==> config.mk <==
export PLATFORM = sky130hd
export DESIGN_NAME = pwr_supervisor
export DESIGN_NICKNAME = d
export VERILOG_FILES = /design/src/rtl/pwr_sup_pkg.sv /design/src/rtl/sup_hysteresis.sv /design/src/rtl/sup_blank_filter.sv /design/src/rtl/sup_softstart.sv /design/src/rtl/pwr_supervisor.sv
export SDC_FILE = /design/constraint.sdc
export NUM_CORES = 1
export LEC_CHECK = 0
export BUFFER_PORTS_ARGS = -buffer_cell sky130_fd_sc_hd__buf_2
export CORE_UTILIZATION = 43
export CTS_CLUSTER_SIZE = 28
export DETAILED_ROUTE_END_ITERATION = 7
export PLACE_DENSITY_LB_ADDON = 0.15
export SYNTH_ARGS = -nofsm -noshare
export SYNTH_HDL_FRONTEND = slang
export SYNTH_SLANG_ARGS = --single-unit
==> constraint.sdc <==
create_clock -name clk -period 2.6 [get_ports clk]
set_input_delay 0.26 -clock clk [delete_from_list [all_inputs] [get_ports clk]]
set_output_delay 0.26 -clock clk [all_outputs]
set_load 0.03 [all_outputs]
==> src/rtl/pwr_sup_pkg.sv <==
package pwr_sup_pkg;

    typedef enum logic [1:0] {
        ST_CHARGE  = 2'd0,
        ST_RUN     = 2'd1,
        ST_RESTART = 2'd2,
        ST_LATCH   = 2'd3
    } sup_state_e;

    typedef enum logic [2:0] {
        FC_NONE       = 3'd0,
        FC_VCC_OV     = 3'd1,
        FC_VCC_UV     = 3'd2,
        FC_OTP        = 3'd3,
        FC_OVERLOAD   = 3'd4,
        FC_OUT_OVP    = 3'd5,
        FC_SHORT_WIND = 3'd6
    } fault_code_e;

    typedef struct packed {
        logic short_wind;
        logic out_ovp;
        logic vcc_ov;
        logic otp;
        logic overload;
        logic vcc_uv;
    } fault_vec_t;

    localparam int unsigned SS_BASE_MV = 320;
    localparam int unsigned SS_STEP_MV = 170;

    function automatic logic [15:0] ss_limit_of(input int unsigned idx);
        return 16'(SS_BASE_MV + SS_STEP_MV * idx);
    endfunction

    function automatic logic is_latching(input fault_vec_t f);
        return f.short_wind | f.out_ovp;
    endfunction

    function automatic logic is_recovering(input fault_vec_t f);
        return f.vcc_ov | f.otp | f.overload | f.vcc_uv;
    endfunction

    function automatic fault_code_e pick_fault(input fault_vec_t f);
        if (f.short_wind)    return FC_SHORT_WIND;
        else if (f.out_ovp)  return FC_OUT_OVP;
        else if (f.vcc_ov)   return FC_VCC_OV;
        else if (f.otp)      return FC_OTP;
        else if (f.overload) return FC_OVERLOAD;
        else if (f.vcc_uv)   return FC_VCC_UV;
        else                 return FC_NONE;
    endfunction

endpackage

==> src/rtl/sup_hysteresis.sv <==
module sup_hysteresis (
    input  logic clk,
    input  logic rst,
    input  logic below_off,
    input  logic above_on,
    output logic charge_en
);
    logic chg_q;

    always_ff @(posedge clk) begin
        if (rst)            chg_q <= 1'b1;
        else if (below_off) chg_q <= 1'b1;
        else if (above_on)  chg_q <= 1'b0;
    end

    assign charge_en = chg_q;
endmodule

==> src/rtl/sup_blank_filter.sv <==
module sup_blank_filter #(
    parameter int unsigned BLANK_CYC = 8
) (
    input  logic clk,
    input  logic rst,
    input  logic enable,
    input  logic cond,
    output logic qual
);
    localparam int unsigned CW = (BLANK_CYC > 1) ? $clog2(BLANK_CYC) : 1;
    localparam logic [CW-1:0] CNT_MAX = CW'(BLANK_CYC - 1);

    logic [CW-1:0] cnt_q;

    always_ff @(posedge clk) begin
        if (rst || !enable || !cond) cnt_q <= '0;
        else if (cnt_q != CNT_MAX)   cnt_q <= cnt_q + 1'b1;
    end

    assign qual = enable && cond && (cnt_q == CNT_MAX);
endmodule

==> src/rtl/sup_softstart.sv <==
module sup_softstart #(
    parameter int unsigned SS_STEPS    = 4,
    parameter int unsigned SS_STEP_CYC = 375000
) (
    input  logic                             clk,
    input  logic                             rst,
    input  logic                             clr,
    input  logic                             cnt_en,
    output logic [$clog2(SS_STEPS+1)-1:0]    idx
);
    localparam int unsigned IDX_W = $clog2(SS_STEPS + 1);
    localparam int unsigned TW    = (SS_STEP_CYC > 1) ? $clog2(SS_STEP_CYC) : 1;
    localparam logic [TW-1:0]    T_MAX   = TW'(SS_STEP_CYC - 1);
    localparam logic [IDX_W-1:0] IDX_TOP = IDX_W'(SS_STEPS);

    logic [TW-1:0]    tick_q;
    logic [IDX_W-1:0] idx_q;

    always_ff @(posedge clk) begin
        if (rst || clr) begin
            tick_q <= '0;
            idx_q  <= '0;
        end else if (cnt_en) begin
            if (tick_q == T_MAX) begin
                tick_q <= '0;
                if (idx_q != IDX_TOP) idx_q <= idx_q + 1'b1;
            end else begin
                tick_q <= tick_q + 1'b1;
            end
        end
    end

    assign idx = idx_q;
endmodule

==> src/rtl/pwr_supervisor.sv <==
module pwr_supervisor
    import pwr_sup_pkg::*;
#(
    parameter int unsigned SS_STEPS      = 4,
    parameter int unsigned SS_STEP_CYC   = 375000,
    parameter int unsigned OLP_BLANK_CYC = 3000000,
    parameter int unsigned ZC_BLANK_CYC  = 125,
    parameter int unsigned CS_BLANK_CYC  = 24
) (
    input  logic                            clk,
    input  logic                            rst,
    input  logic                            vcc_above_on,
    input  logic                            vcc_below_off,
    input  logic                            vcc_over,
    input  logic                            temp_hot,
    input  logic                            fb_overload,
    input  logic                            zc_ovp,
    input  logic                            cs_short,
    input  logic                            gate_on,
    output logic                            run_en,
    output logic                            startup_en,
    output logic [$clog2(SS_STEPS+1)-1:0]   ss_level,
    output logic [15:0]                     ss_limit_mv,
    output logic                            restart_wait,
    output logic                            latched,
    output logic [2:0]                      fault_code
);
    localparam int unsigned N_FILT = 3;

    sup_state_e  state_q, state_d;
    fault_code_e code_q, code_d;
    logic        charge_en;
    logic        in_run;
    logic [N_FILT-1:0] filt_cond, filt_qual;
    fault_vec_t  fv;

    assign in_run = (state_q == ST_RUN);

    sup_hysteresis u_hyst (
        .clk       (clk),
        .rst       (rst),
        .below_off (vcc_below_off),
        .above_on  (vcc_above_on),
        .charge_en (charge_en)
    );

    // 0: overload, 1: output overvoltage (off-phase), 2: shorted winding (on-phase)
    assign filt_cond[0] = fb_overload;
    assign filt_cond[1] = zc_ovp & ~gate_on;
    assign filt_cond[2] = cs_short & gate_on;

    for (genvar g = 0; g < N_FILT; g++) begin : g_filt
        localparam int unsigned BL = (g == 0) ? OLP_BLANK_CYC :
                                     (g == 1) ? ZC_BLANK_CYC  : CS_BLANK_CYC;
        sup_blank_filter #(.BLANK_CYC(BL)) u_filt (
            .clk    (clk),
            .rst    (rst),
            .enable (in_run),
            .cond   (filt_cond[g]),
            .qual   (filt_qual[g])
        );
    end

    always_comb begin
        fv            = '0;
        fv.overload   = filt_qual[0];
        fv.out_ovp    = filt_qual[1];
        fv.short_wind = filt_qual[2];
        fv.vcc_ov     = vcc_over;
        fv.otp        = temp_hot;
        fv.vcc_uv     = vcc_below_off;
    end

    always_comb begin
        state_d = state_q;
        code_d  = code_q;
        unique case (state_q)
            ST_CHARGE: begin
                if (vcc_above_on) begin
                    state_d = ST_RUN;
                    code_d  = FC_NONE;
                end
            end
            ST_RUN: begin
                if (is_latching(fv)) begin
                    state_d = ST_LATCH;
                    code_d  = pick_fault(fv);
                end else if (is_recovering(fv)) begin
                    state_d = ST_RESTART;
                    code_d  = pick_fault(fv);
                end
            end
            ST_RESTART: begin
                if (charge_en) state_d = ST_CHARGE;
            end
            ST_LATCH: state_d = ST_LATCH;
            default:  state_d = ST_CHARGE;
        endcase
    end

    always_ff @(posedge clk) begin
        if (rst) begin
            state_q <= ST_CHARGE;
            code_q  <= FC_NONE;
        end else begin
            state_q <= state_d;
            code_q  <= code_d;
        end
    end

    sup_softstart #(
        .SS_STEPS    (SS_STEPS),
        .SS_STEP_CYC (SS_STEP_CYC)
    ) u_ss (
        .clk    (clk),
        .rst    (rst),
        .clr    (state_d != ST_RUN),
        .cnt_en (in_run),
        .idx    (ss_level)
    );

    assign ss_limit_mv  = ss_limit_of(32'(ss_level));
    assign run_en       = in_run;
    assign startup_en   = charge_en;
    assign restart_wait = (state_q == ST_RESTART);
    assign latched      = (state_q == ST_LATCH);
    assign fault_code   = code_q;
endmodule

==> Yosys cells after proc, flatten, opt, wreduce, memory -nomap -nowiden <==
Index checks and enable logic that the tools add are counted.
{ "word_totals": {"elab_cells": 72, "inputBits": 10, "ff_bits": 62} }
{ "classes": {"n_mul": 1, "add_sub_neg": 6, "mux": 16, "n_reduce_logical": 20, "eq_ne": 14, "bitwise_logic": 7} }
{ "op_table": {"columns": ["op", "n"], "rows": [
  ["$mux 3", 8],
  ["$add 22x1->22 const B", 1],
  ["$eq 22x22->1 const B", 1],
  ["$ne 22x22->1 const B", 1],
  ["$add 19x1->19 const B", 1],
  ["$eq 19x19->1 const B", 1],
  ["$mux 19", 1],
  ["$add 9x11->12 const A", 1],
  ["$mul 7x3->10 const A", 1],
  ["$mux 2", 5],
  ["$pmux 2 s4", 1],
  ["$add 7x1->7 const B", 1],
  ["$eq 7x7->1 const B", 1],
  ["$ne 7x7->1 const B", 1],
  ["$logic_and 1x1->1", 6],
  ["$ne 3x3->1 const B", 2],
  ["$pmux 3 s2", 1],
  ["$reduce_and 3->1", 2],
  ["$add 5x1->5 const B", 1],
  ["$eq 5x5->1 const B", 1],
  ["$logic_or 1x1->1", 5],
  ["$ne 5x5->1 const B", 1],
  ["$eq 2x2->1 const B", 2],
  ["$logic_not 1->1", 4],
  ["10 further kinds", 14]
]} }

==> Logic depth before layout (Yosys ltp) <==
Gate-level depths: netlist of run 1.
{ "logic_depth": {"word_depth": 11, "depth_mapped": 8, "ltp_nobuf": 8} }

==> Hierarchy <==
Synthesis of run 1 repeated with hierarchy kept, for this count alone.
{ "unflattened": {"hier_cells": 401, "area_unflattened_um2": 3429.5} }
{ "modules_own_cells": {"columns": ["module", "n_inst", "area_each_um2", "cells_each", "seq_area_each_um2"], "rows": [
  ["sup_blank_filter at g_filt[0].u_filt", 1, 1163.6, 142, 440.4],
  ["sup_softstart", 1, 1083.5, 122, 440.4],
  ["pwr_supervisor", 1, 558.0, 68, 100.1],
  ["sup_blank_filter at g_filt[1].u_filt", 1, 359.1, 42, 140.1],
  ["sup_blank_filter at g_filt[2].u_filt", 1, 232.7, 23, 100.1],
  ["sup_hysteresis", 1, 32.5, 4, 20.0]
]} }

==> Worst setup path before layout of run 1 <==
No wires, ideal clock.
{ "synth_timing": {"path_type": "register -> output", "from": "register u_ss.idx_q[2], in the netlist u_ss.idx[2]", "to": "output ss_limit_mv[10]", "required_time_ns": 2.340, "arrival_ns": 2.721, "n_path_buf": 0, "path_stages_with_launch": 8, "setup_slack_ns": -0.381, "path_cell_list": "dfxtp_1 > ha_1 > ha_1 > xor2_1 > inv_1 > ha_1 > a21oi_1 > xor2_1"} }
{ "synth_via": {"elab_chain_cells": 2} }
{ "synth_rtl": {"columns": ["element", "line_no", "source"], "rows": [
  ["from (decl)", "sup_softstart.sv:17", "logic [IDX_W-1:0] idx_q;"],
  ["from (signal assigned)", "sup_softstart.sv:26", "if (idx_q != IDX_TOP) idx_q <= idx_q + 1'b1;"],
  ["$mul 7x3->10", "pwr_sup_pkg.sv:33", "return 16'(SS_BASE_MV + SS_STEP_MV * idx);"],
  ["$add 9x11->12", "pwr_sup_pkg.sv:33", null],
  ["to (decl)", "pwr_supervisor.sv:23", "output logic [15:0] ss_limit_mv,"]
]} }
Every way passes these cells.

==> Final worst setup path of run 1 <==
{ "layout_timing": {"from": "register u_ss.idx_q[0], in the netlist u_ss.idx[0]", "to": "output ss_limit_mv[10]"} }
Same word-level chain as after synthesis.

==> impl_metrics.ini, run 1 <==
[logic_synthesis]
postSynth.asyncResetShare_pct = 0
count_of_flip_flops_with_a_built_in_enable_after_synthesis = 0
synth_seq_cells = 62
post_synthesis_instance_total = 373
summed_instance_area_of_the_synthesized_netlist_mm2 = 0.00333
number_of_warnings_reported_in_the_yosys_synthesis_log = 0
ys_seq_area_share_pct = 37.3
synth-main-ff-cell = dfxtp_1
netlist-cell-type-count = 52
avgSynthCellArea_um2 = 8.93

[clock_network]
clockBufferDepth = 2
htree_levels = 3
ctsRootBufferMaster = clkbuf_8
cts_hold_repair.buffers = 0
cts_inserted_buffers = 9
cts.clk_slew.worst_paths_ps = 70
clk_latency_ps = 340
clkSinkCount = 62
cts_tree = built

[route]
wire_per_inst_um = 12.8
drtIter0Drc = 89
sum_of_routed_wire_length_over_all_layers_um = 6550
post_drt_via_cell_ratio = 5.26
num_vias = 2684
antenna_left = 0
post-route-drc-count = 0
detailedRoute.firstPassIterationCount = 4

[status]
outcome = complete, no violations

[timing]
final.min_clock_period_ps = 2500
totalNegativeSetupSlack_ps = 0
slew_viol_final = 0
slew-limit-headroom_pct = 52.1
max_clock_freq_mhz = 401
timing_worst_slew_pin_value_ps = 717
final.setup_skew_ps = 8.83
grt_setup_unrepaired = false
final.setup.worst_slack_ps = 105
setup_viol = 0
final.period_utilization_pct = 96.0
final_hold_viol_count = 0

[flow_run]
max_cap_viol_count = 0

[setup_path]
critical_path_peak_fanout = 5
worstPathArrival_ps = 2240
worstSetupStartpointType = flip-flop
crit_required_ps = 2340
critPathSlowestCell = dfxtp_4
worst_path_most_repeated_cell = ha_4
reg2regPathDepth = 6
crit_path_max_incr_delay_ps = 360
timing.critical_path.cells = ha_2 > ha_4 > ha_4 > xor2_4 > buf_4 > ha_1 > a21oi_2 > xor2_2 > buf_6
critical_path.endpoint_type = output port
timing_worst_setup_path_type = reg2out

[die]
io-pin-count = 36
floorplan.die_area_mm2 = 0.00810
die_outline_width_um = 90.0
row_count = 31
die_h_um = 90.0
start_util_pct = 45.2
core_area_mm2 = 0.00737

[grt]
grt_use_total_pct = 17.6
first_global_vias = 2634
global_route.overflow_total = 0
grt_first_pass_wirelength_um = 11700
initial_antenna_violation_count = 0
grt_max_degree = 23

[pwr]
irDropWorstVdd_mv = 0.250
power_report.internal_total_w = 0.00165
seqPwrFrac_pct = 45.9
power.share.combinational_pct = 5.4
power.total_w = 0.00211
switching_share_pct = 21.8
net-switching-power_w = 0.000461
cellPowerDensity_mw_per_mm2 = 548
p_leak_nw = 1.39
clock_share_of_power_pct = 48.7

[final_layout]
antenna_cells_inserted = 0
drive_gt1_share_pct = 19.0
growth_of_design_area_from_synthesis_to_finish_pct = 15.6
n_fill_cell = 712
num-nets-final = 432
final_cell_area_mm2 = 0.00385
seq_area_mm2 = 0.00125
area_occupied_by_multi_input_gates_mm2 = 0.00199

[placed_design]
port_buffer_count = 30
globalplace.congestion = 0.771
detailed_place.area_mm2 = 0.00355
detailedPlacementHpwl_um = 4650
dp_worst_setup_slack_ps = 263

[min_path]
min-delay-path-class = in2reg
hold-path-cell-count = 2
[flip-flops by register name (all words and copies together) (netlist names)]
signal and flops:
state_q 2, u_hyst.charge_en 1, u_ss.tick_q 19, fault_code 3, u_ss.idx 3, g_filt.u_filt.cnt_q 34
[through the flow]
step,cells,utilization [%],hold slack (ps)
floorplan,377,-,339
CTS,509,51.5,112
detailed placement,494,48.2,483
global route,510,52.2,150
global placement,494,48.2,474
finish,510,52.2,125
[area by class of cell]
type / count / share of cell area, %
Multi-Input combinational cell: 283 / 51.8
Inverter: 17 / 1.66
Timing Repair Buffer: 34 / 4.84
Clock inverter: 4 / 2.47
Tap cell: 99 / 3.22
Sequential cell: 62 / 32.4
Clock buffer: 11 / 3.67
[placed cells by master, fill, tap and decap left out, drive strengths merged, types with 5 or more instances in the layout]
master  synthesis  final
clkbuf          2     11
xor2           23     23
dfxtp          62     62
nor4           11     11
conb            1      5
xnor2          20     20
buf            13     34
nand4          12     12
ha             15     15
nand3          25     25
nor3           25     25
and3            5      5
inv            17     17
nor2           44     44
or3             7      7
nand2          18     18
o21ai          10     10
a21oi          17     17
[critical path, delay by kind of cell (launching register included)]
| family | cells | cell delay [ps] |
|---|---|---|
| adders and majority gates | 4 | 740 |
| xor gates and xnor gates | 2 | 360 |
| DFF | 1 | 360 |
| AOI/OAI and AO/OA | 1 | 160 |
| buffers and inverters | 2 | 290 |
[cell families (layout without fill, tap and decap cells)]
| kind of cell | Yosys count | after routing | share of synthesized area [%] |
|---|---|---|---|
| AO/OA/AOI/OAI | 45 | 45 | 8.68 |
| XOR/XNOR | 43 | 43 | 11.3 |
| adder cells (fa/ha/maj) | 15 | 15 | 5.63 |
| buffers and inverters | 32 | 66 | 5.07 |
| flip-flops | 62 | 62 | 37.3 |
| multiplexers | 3 | 3 | 0.902 |
| other | 1 | 5 | 0.113 |
| AND/OR/NAND/NOR | 172 | 172 | 31.0 |
[synthesized netlist by cell type (5+ instances only)]
library cell / count / area share (%)
xnor2_1: 20 / 5.3
nor3_1: 14 / 2.1
inv_1: 16 / 1.8
nand3_1: 24 / 3.6
nor3_2: 11 / 3.3
buf_4: 8 / 1.8
nor4_1: 9 / 1.7
dfxtp_1: 62 / 37
o21ai_0: 10 / 1.5
xor2_1: 23 / 6.0
a21oi_1: 17 / 2.6
nor2_1: 44 / 5.0
and3_1: 5 / 0.94
nand2_1: 18 / 2.0
nand4_1: 9 / 1.7
ha_1: 15 / 5.6
or3_1: 7 / 1.3
[layer usage]
layer | track usage (%) | part of all wire, % | vias up | wire length, um
met5 | 0 | 0 | - | 0
met4 | 6.45 | 1.1 | 0 | 74
met3 | 5.92 | 3.9 | 7 | 256
met2 | 29.1 | 47 | 37 | 3090
met1 | 21.1 | 48 | 1254 | 3130
li1 | - | - | 1386 | -
[power groups by stage]
stage / clock network [W] / logic (W) / registers, W
floorplan: 0 / 0.0000936 / 0.000991
global placement: 0 / 0.000115 / 0.000990
detailed placement: 0 / 0.000115 / 0.000990
CTS: 0.00105 / 0.000116 / 0.000969
global route: 0.00110 / 0.000126 / 0.000969
finish: 0.00103 / 0.000114 / 0.000968
[worst paths after layout]
kind	start	endpoint	slack [ps]
max	u_ss.idx[0]	ss_limit_mv[10]	100
min	vcc_above_on	u_hyst.charge_en	130
max reg2reg	g_filt[2].u_filt.cnt_q[0]	u_ss.tick_q[11]	570
min reg2reg	g_filt[0].u_filt.cnt_q[12]	g_filt[0].u_filt.cnt_q[12]	510
[what timing repair did]
item                                    in CTS  in global routing
buffers inserted                             0                  1
endpoints found under the setup margin       1                  1
pin swaps                                    2                  2
gates resized for setup                      2                  8
Power figures use the tool's default switching activity.
==> run 2: changes to the inputs <==
Settings changed: BUFFER_PORTS_ARGS -buffer_cell sky130_fd_sc_hd__buf_2 to default, DONT_BUFFER_PORTS from default to 1.
==> run 2 against run 1 <==
Cell area is 4.4% lower. Maximum frequency is 1.1% higher. Largest cell class unchanged. Critical endpoint unchanged. Via count is 3.1% lower. Total power is 15% lower. Setup slack better by 28 ps. Sequential cell count stayed put. Die area unchanged. Core utilization decreased by 2.3 points.
==> impl_metrics.ini, run 2 (synthesized netlist as in run 1, its figures left out) <==
[status]
outcome = complete, no violations

[grt]
global_route.overflow_total = 0
grt_first_pass_wirelength_um = 11100
initial_antenna_violation_count = 0
grt_max_degree = 23
grt_use_total_pct = 16.7
first_global_vias = 2484

[final_layout]
final_instance_count_excl_fillers = 489
antenna_cells_inserted = 0
num-nets-final = 411
drive_gt1_share_pct = 14.1
biggestRegsByFlops = g_filt.u_filt.cnt_q (34), u_ss.tick_q (19)
layout_commonest_cell = dfxtp_1
largest_register_ffs = 34
growth_of_design_area_from_synthesis_to_finish_pct = 10.5
top_register = g_filt.u_filt.cnt_q
layout.cells.most_common_list = dfxtp_1 (60), nor2_1 (44), nand3_1 (24)

[placed_design]
detailedPlacementHpwl_um = 4500
globalplace.congestion = 0.732
port_buffer_count = 0
place.detailed.instances = 472

[route]
antenna_left = 0
post-route-drc-count = 0
sum_of_routed_wire_length_over_all_layers_um = 6360
routedLengthMet1_um = 3090
wl_met3_um = 277
route.top_layer_used = met4
num_vias = 2601
wire_per_inst_um = 13.0
drtIter0Drc = 83
detailedRoute.firstPassIterationCount = 4
post_drt_via_cell_ratio = 5.32
wl_met2_um = 2900

[die]
io-pin-count = 36
die_outline_width_um = 90.0
start_util_pct = 45.2
row_count = 31
die_h_um = 90.0
core_area_mm2 = 0.00737
floorplan.die_area_mm2 = 0.00810

[setup_path]
worst_path_most_repeated_cell = ha_1
worstPathArrival_ps = 2210
crit_required_ps = 2340
crit_path_max_incr_delay_ps = 380
timing_worst_setup_path_type = reg2out
critPathSlowestCell = ha_2
timing.critical_path.cells = ha_1 > ha_2 > xor2_4 > inv_2 > ha_1 > a21oi_2 > xor2_2 > buf_6
critical_path_peak_fanout = 5
worstSetupStartpointType = flip-flop
critical_path.endpoint_type = output port

[timing]
totalNegativeSetupSlack_ps = 0
slew_viol_final = 0
fin_hold_ws_ps = 22.6
slew-limit-headroom_pct = 58.0
setup_viol = 0
timing_worst_slew_pin_value_ps = 628
final.min_clock_period_ps = 2470
max_clock_freq_mhz = 405
final.period_utilization_pct = 94.9
final.setup_skew_ps = 9.29
final_hold_viol_count = 0
grt_setup_unrepaired = false

[clock_network]
clk_latency_ps = 340
clockBufferDepth = 2
cts.clk_slew.worst_paths_ps = 70
htree_levels = 3
cts_inserted_buffers = 9
ctsRootBufferMaster = clkbuf_8
clkSinkCount = 62
cts_tree = built

[pwr]
net-switching-power_w = 0.000453
irDropWorstVdd_mv = 0.244
power.share.combinational_pct = 5.1
p_leak_nw = 1.27
seqPwrFrac_pct = 54.2
cellPowerDensity_mw_per_mm2 = 489
switching_share_pct = 25.1
power_report.internal_total_w = 0.00135
clock_share_of_power_pct = 40.7

[flow_run]
max_cap_viol_count = 0

[min_path]
min-delay-path-class = in2reg
run 2: cell types whose count changed in the layout (fill, tap and decap cells not counted), sizes merged:
cell	change
bufinv	-3
clkinv	+3
buf	-22
dlygate4sd3	+1
run 2: area by class of cell:
type | count | area (um2)
well taps | 99 | 124
multi-input cells | 283 | 1980
inverters | 17 | 63.8
fillers | 730 | 3690
flip-flops and latches | 62 | 1240
repair buffers | 13 | 104
clock buffers | 11 | 141
clock inverters | 4 | 23.8
run 2: critical path: cells and delay by family (launching register included):
kind / cells / cell delay, ps
fa+ha+maj: 3 / 780
xor+xnor: 2 / 380
flops: 1 / 320
buf+inv: 2 / 210
compound gates: 1 / 170
run 2: routing by layer:
metal,vias to the layer above,GRT usage [%]
met3,9,6.18
li1,1335,-
met2,34,27.8
met4,0,6.05
met5,-,0
met1,1223,19.7
run 2: power by group through the flow:
stage | registers [W] | clock network, W | logic, W
global placement | 0.000996 | 0 | 0.0000924
floorplan | 0.000991 | 0 | 0.0000936
CTS | 0.000974 | 0.000766 | 0.0000940
global route | 0.000975 | 0.000812 | 0.000102
detailed placement | 0.000996 | 0 | 0.0000926
finish | 0.000975 | 0.000733 | 0.0000925
run 2: worst paths after layout:
check	slack (ps)	startpoint	to	cells after the start
worst max-delay path	130	u_ss.idx[0]	ss_limit_mv[10]	8
worst min register to register	500	g_filt[0].u_filt.cnt_q[10]	g_filt[0].u_filt.cnt_q[10]	2
worst min-delay path	20	vcc_above_on	u_hyst.charge_en	1
worst max register to register	570	g_filt[2].u_filt.cnt_q[0]	u_ss.tick_q[0]	6
run 2: through the flow:
step                      total power, W  worst slack [ps]  cell area (um2)  util (%)
after floorplan                  0.00108              35.2             3360         -
after global placement           0.00109               392             3460      47.0
after detailed placement         0.00109               338             3460      47.0
after CTS                        0.00183              33.6             3640      49.4
after global routing             0.00189              9.35             3680      49.9
final                            0.00180               132             3680      49.9
run 2: what timing repair did:
action,4_1_cts,5_1_grt
setup endpoints to repair,1,1
resized for setup,1,5
setup buffers,0,1
hold endpoints to repair,1,0
pin swaps,1,2
hold buffers,1,0
==> run 3: changes to the inputs <==
Clock period 2.6 ns to 2 ns, I/O delays scaled along.
==> run 3 against run 2 <==
The run now ends with setup timing left. Register-to-register slack lost 460 ps. Non-clock buffer count is 17 higher. Core utilization grew 4.3 points. Sequential share of layout area is 2.5 points lower. Critical endpoint unchanged. Largest power group unchanged. Highest routed layer unchanged.
==> impl_metrics.ini, run 3 (synthesized netlist as in run 1, its figures left out) <==
[setup_path]
crit_path_max_incr_delay_ps = 350
timing_worst_setup_path_type = reg2out
worstSetupStartpointType = flip-flop
timing.critical_path.cells = ha_4 > ha_4 > ha_4 > xor2_4 > inv_4 > ha_4 > a21oi_4 > xor2_4
worst_path_most_repeated_cell = ha_4
worstPathArrival_ps = 2060
crit_required_ps = 1800
critical_path_peak_fanout = 5
critical_path.endpoint_type = output port
critPathSlowestCell = dfxtp_4

[grt]
first_global_vias = 2561
grt_max_degree = 23
global_route.overflow_total = 0
initial_antenna_violation_count = 0
grt_first_pass_wirelength_um = 11900
grt_use_total_pct = 18.2

[timing]
final.min_clock_period_ps = 2260
max_clock_freq_mhz = 442
totalNegativeSetupSlack_ps = -355
final.setup.worst_slack_ps = -260
timing_worst_slew_pin_value_ps = 667
final_hold_viol_count = 0
slew_viol_final = 0
grt_setup_unrepaired = true
final.period_utilization_pct = 113
slew-limit-headroom_pct = 55.4
setup_viol = 4
final.setup_skew_ps = 8.09

[placed_design]
globalplace.congestion = 0.790
dp_worst_setup_slack_ps = 66.7
port_buffer_count = 0
detailedPlacementHpwl_um = 4960

[clock_network]
cts.clk_slew.worst_paths_ps = 70
clkSinkCount = 62
cts_tree = built
htree_levels = 3
cts_inserted_buffers = 9
clk_latency_ps = 340
ctsRootBufferMaster = clkbuf_8
clockBufferDepth = 2

[status]
outcome = finished, violations left
violations_in_the_final_reports = setup timing

[min_path]
min-delay-path-class = in2reg

[route]
post-route-drc-count = 0
drtIter0Drc = 107
wire_per_inst_um = 14.0
num_vias = 2728
post_drt_via_cell_ratio = 5.36
sum_of_routed_wire_length_over_all_layers_um = 7110
antenna_left = 0
detailedRoute.firstPassIterationCount = 4

[pwr]
p_leak_nw = 1.38
irDropWorstVdd_mv = 0.335
cellPowerDensity_mw_per_mm2 = 645

[die]
die_h_um = 90.0
io-pin-count = 36
row_count = 31
die_outline_width_um = 90.0
start_util_pct = 45.2
core_area_mm2 = 0.00737
floorplan.die_area_mm2 = 0.00810

[final_layout]
layout.cells.most_common_list = dfxtp_1 (59), nor2_1 (43), buf_4 (25)
n_fill_cell = 716
num-nets-final = 430
top_register = g_filt.u_filt.cnt_q
drive_gt1_share_pct = 20.7
largest_register_ffs = 34
final_core_util_pct = 54.3
layout_commonest_cell = dfxtp_1
growth_of_design_area_from_synthesis_to_finish_pct = 20.1
biggestRegsByFlops = g_filt.u_filt.cnt_q (34), u_ss.tick_q (19)
antenna_cells_inserted = 0

[flow_run]
max_cap_viol_count = 0
==> run 3: cell count changes in the layout (fill, tap and decap cells not counted), sizes merged <==
cell         delta
bufinv          +1
dlygate4sd3     +2
clkbuf          +2
a211o           +2
clkinv          -2
buf            +15
==> run 3: final timing paths <==
check	startpoint	end	slack [ps]	depth (start not counted)
hold / removal	rst	fault_code[2]	70	2
setup reg to reg	g_filt[2].u_filt.cnt_q[0]	u_ss.tick_q[3]	110	6
hold reg to reg	g_filt[0].u_filt.cnt_q[10]	g_filt[0].u_filt.cnt_q[10]	510	2
setup / recovery	u_ss.idx[2]	ss_limit_mv[10]	-260	8
==> run 3: cell type report <==
cell class / count / area (um2) / share of cell area, %
flip-flops and latches: 62 / 1250 / 31.2
multi-input cells: 285 / 2110 / 52.8
clock inverters: 3 / 40.0 / 1.00
clock buffers: 13 / 170 / 4.25
well taps: 99 / 124 / 3.10
inverters: 17 / 66.3 / 1.66
repair buffers: 30 / 240 / 6.00
==> run 3: power breakdown <==
part           leakage [nW]  switching [W]  internal, W
Clock                 0.109       0.000477     0.000682
Combinational         0.770       0.000110    0.0000522
Sequential            0.502      0.0000183      0.00124
Total                  1.38       0.000605      0.00198
==> run 3: per-stage QoR <==
step                cells  hold slack (ps)  instance area (um2)  total power [W]
finish                509             65.9                 4000          0.00258
global route          509             59.1                 4000          0.00269
CTS                   504             50.0                 3900          0.00260
detailed placement    485              285                 3650          0.00142
global placement      485              285                 3650          0.00142
floorplan             377              279                 3460          0.00141
==> run 3: what timing repair did <==
| item | in CTS | in global routing |
|---|---|---|
| buffers inserted | 0 | 4 |
| endpoints found under the hold margin | 2 | 0 |
| hold buffers | 3 | 0 |
| setup endpoints to repair | 5 | 27 |
| pin swaps | 0 | 4 |
| cloned | 0 | 2 |
| resized for setup | 4 | 11 |
==> run 3: worst max-delay path: cells and delay by family, from the launching register on <==
kind	cells	cell delay, ps
fa+ha+maj	4	660
xor+xnor	2	490
flops	1	350
compound gates	1	160
buf+inv	1	60
==> run 3: layer usage <==
layer	share of wire, %	vias to the layer above	GRT usage [%]
met5	0	-	0
met4	2.4	0	8.20
met3	4.7	12	5.50
met2	46	55	28.9
met1	47	1272	22.7
li1	-	1389	-
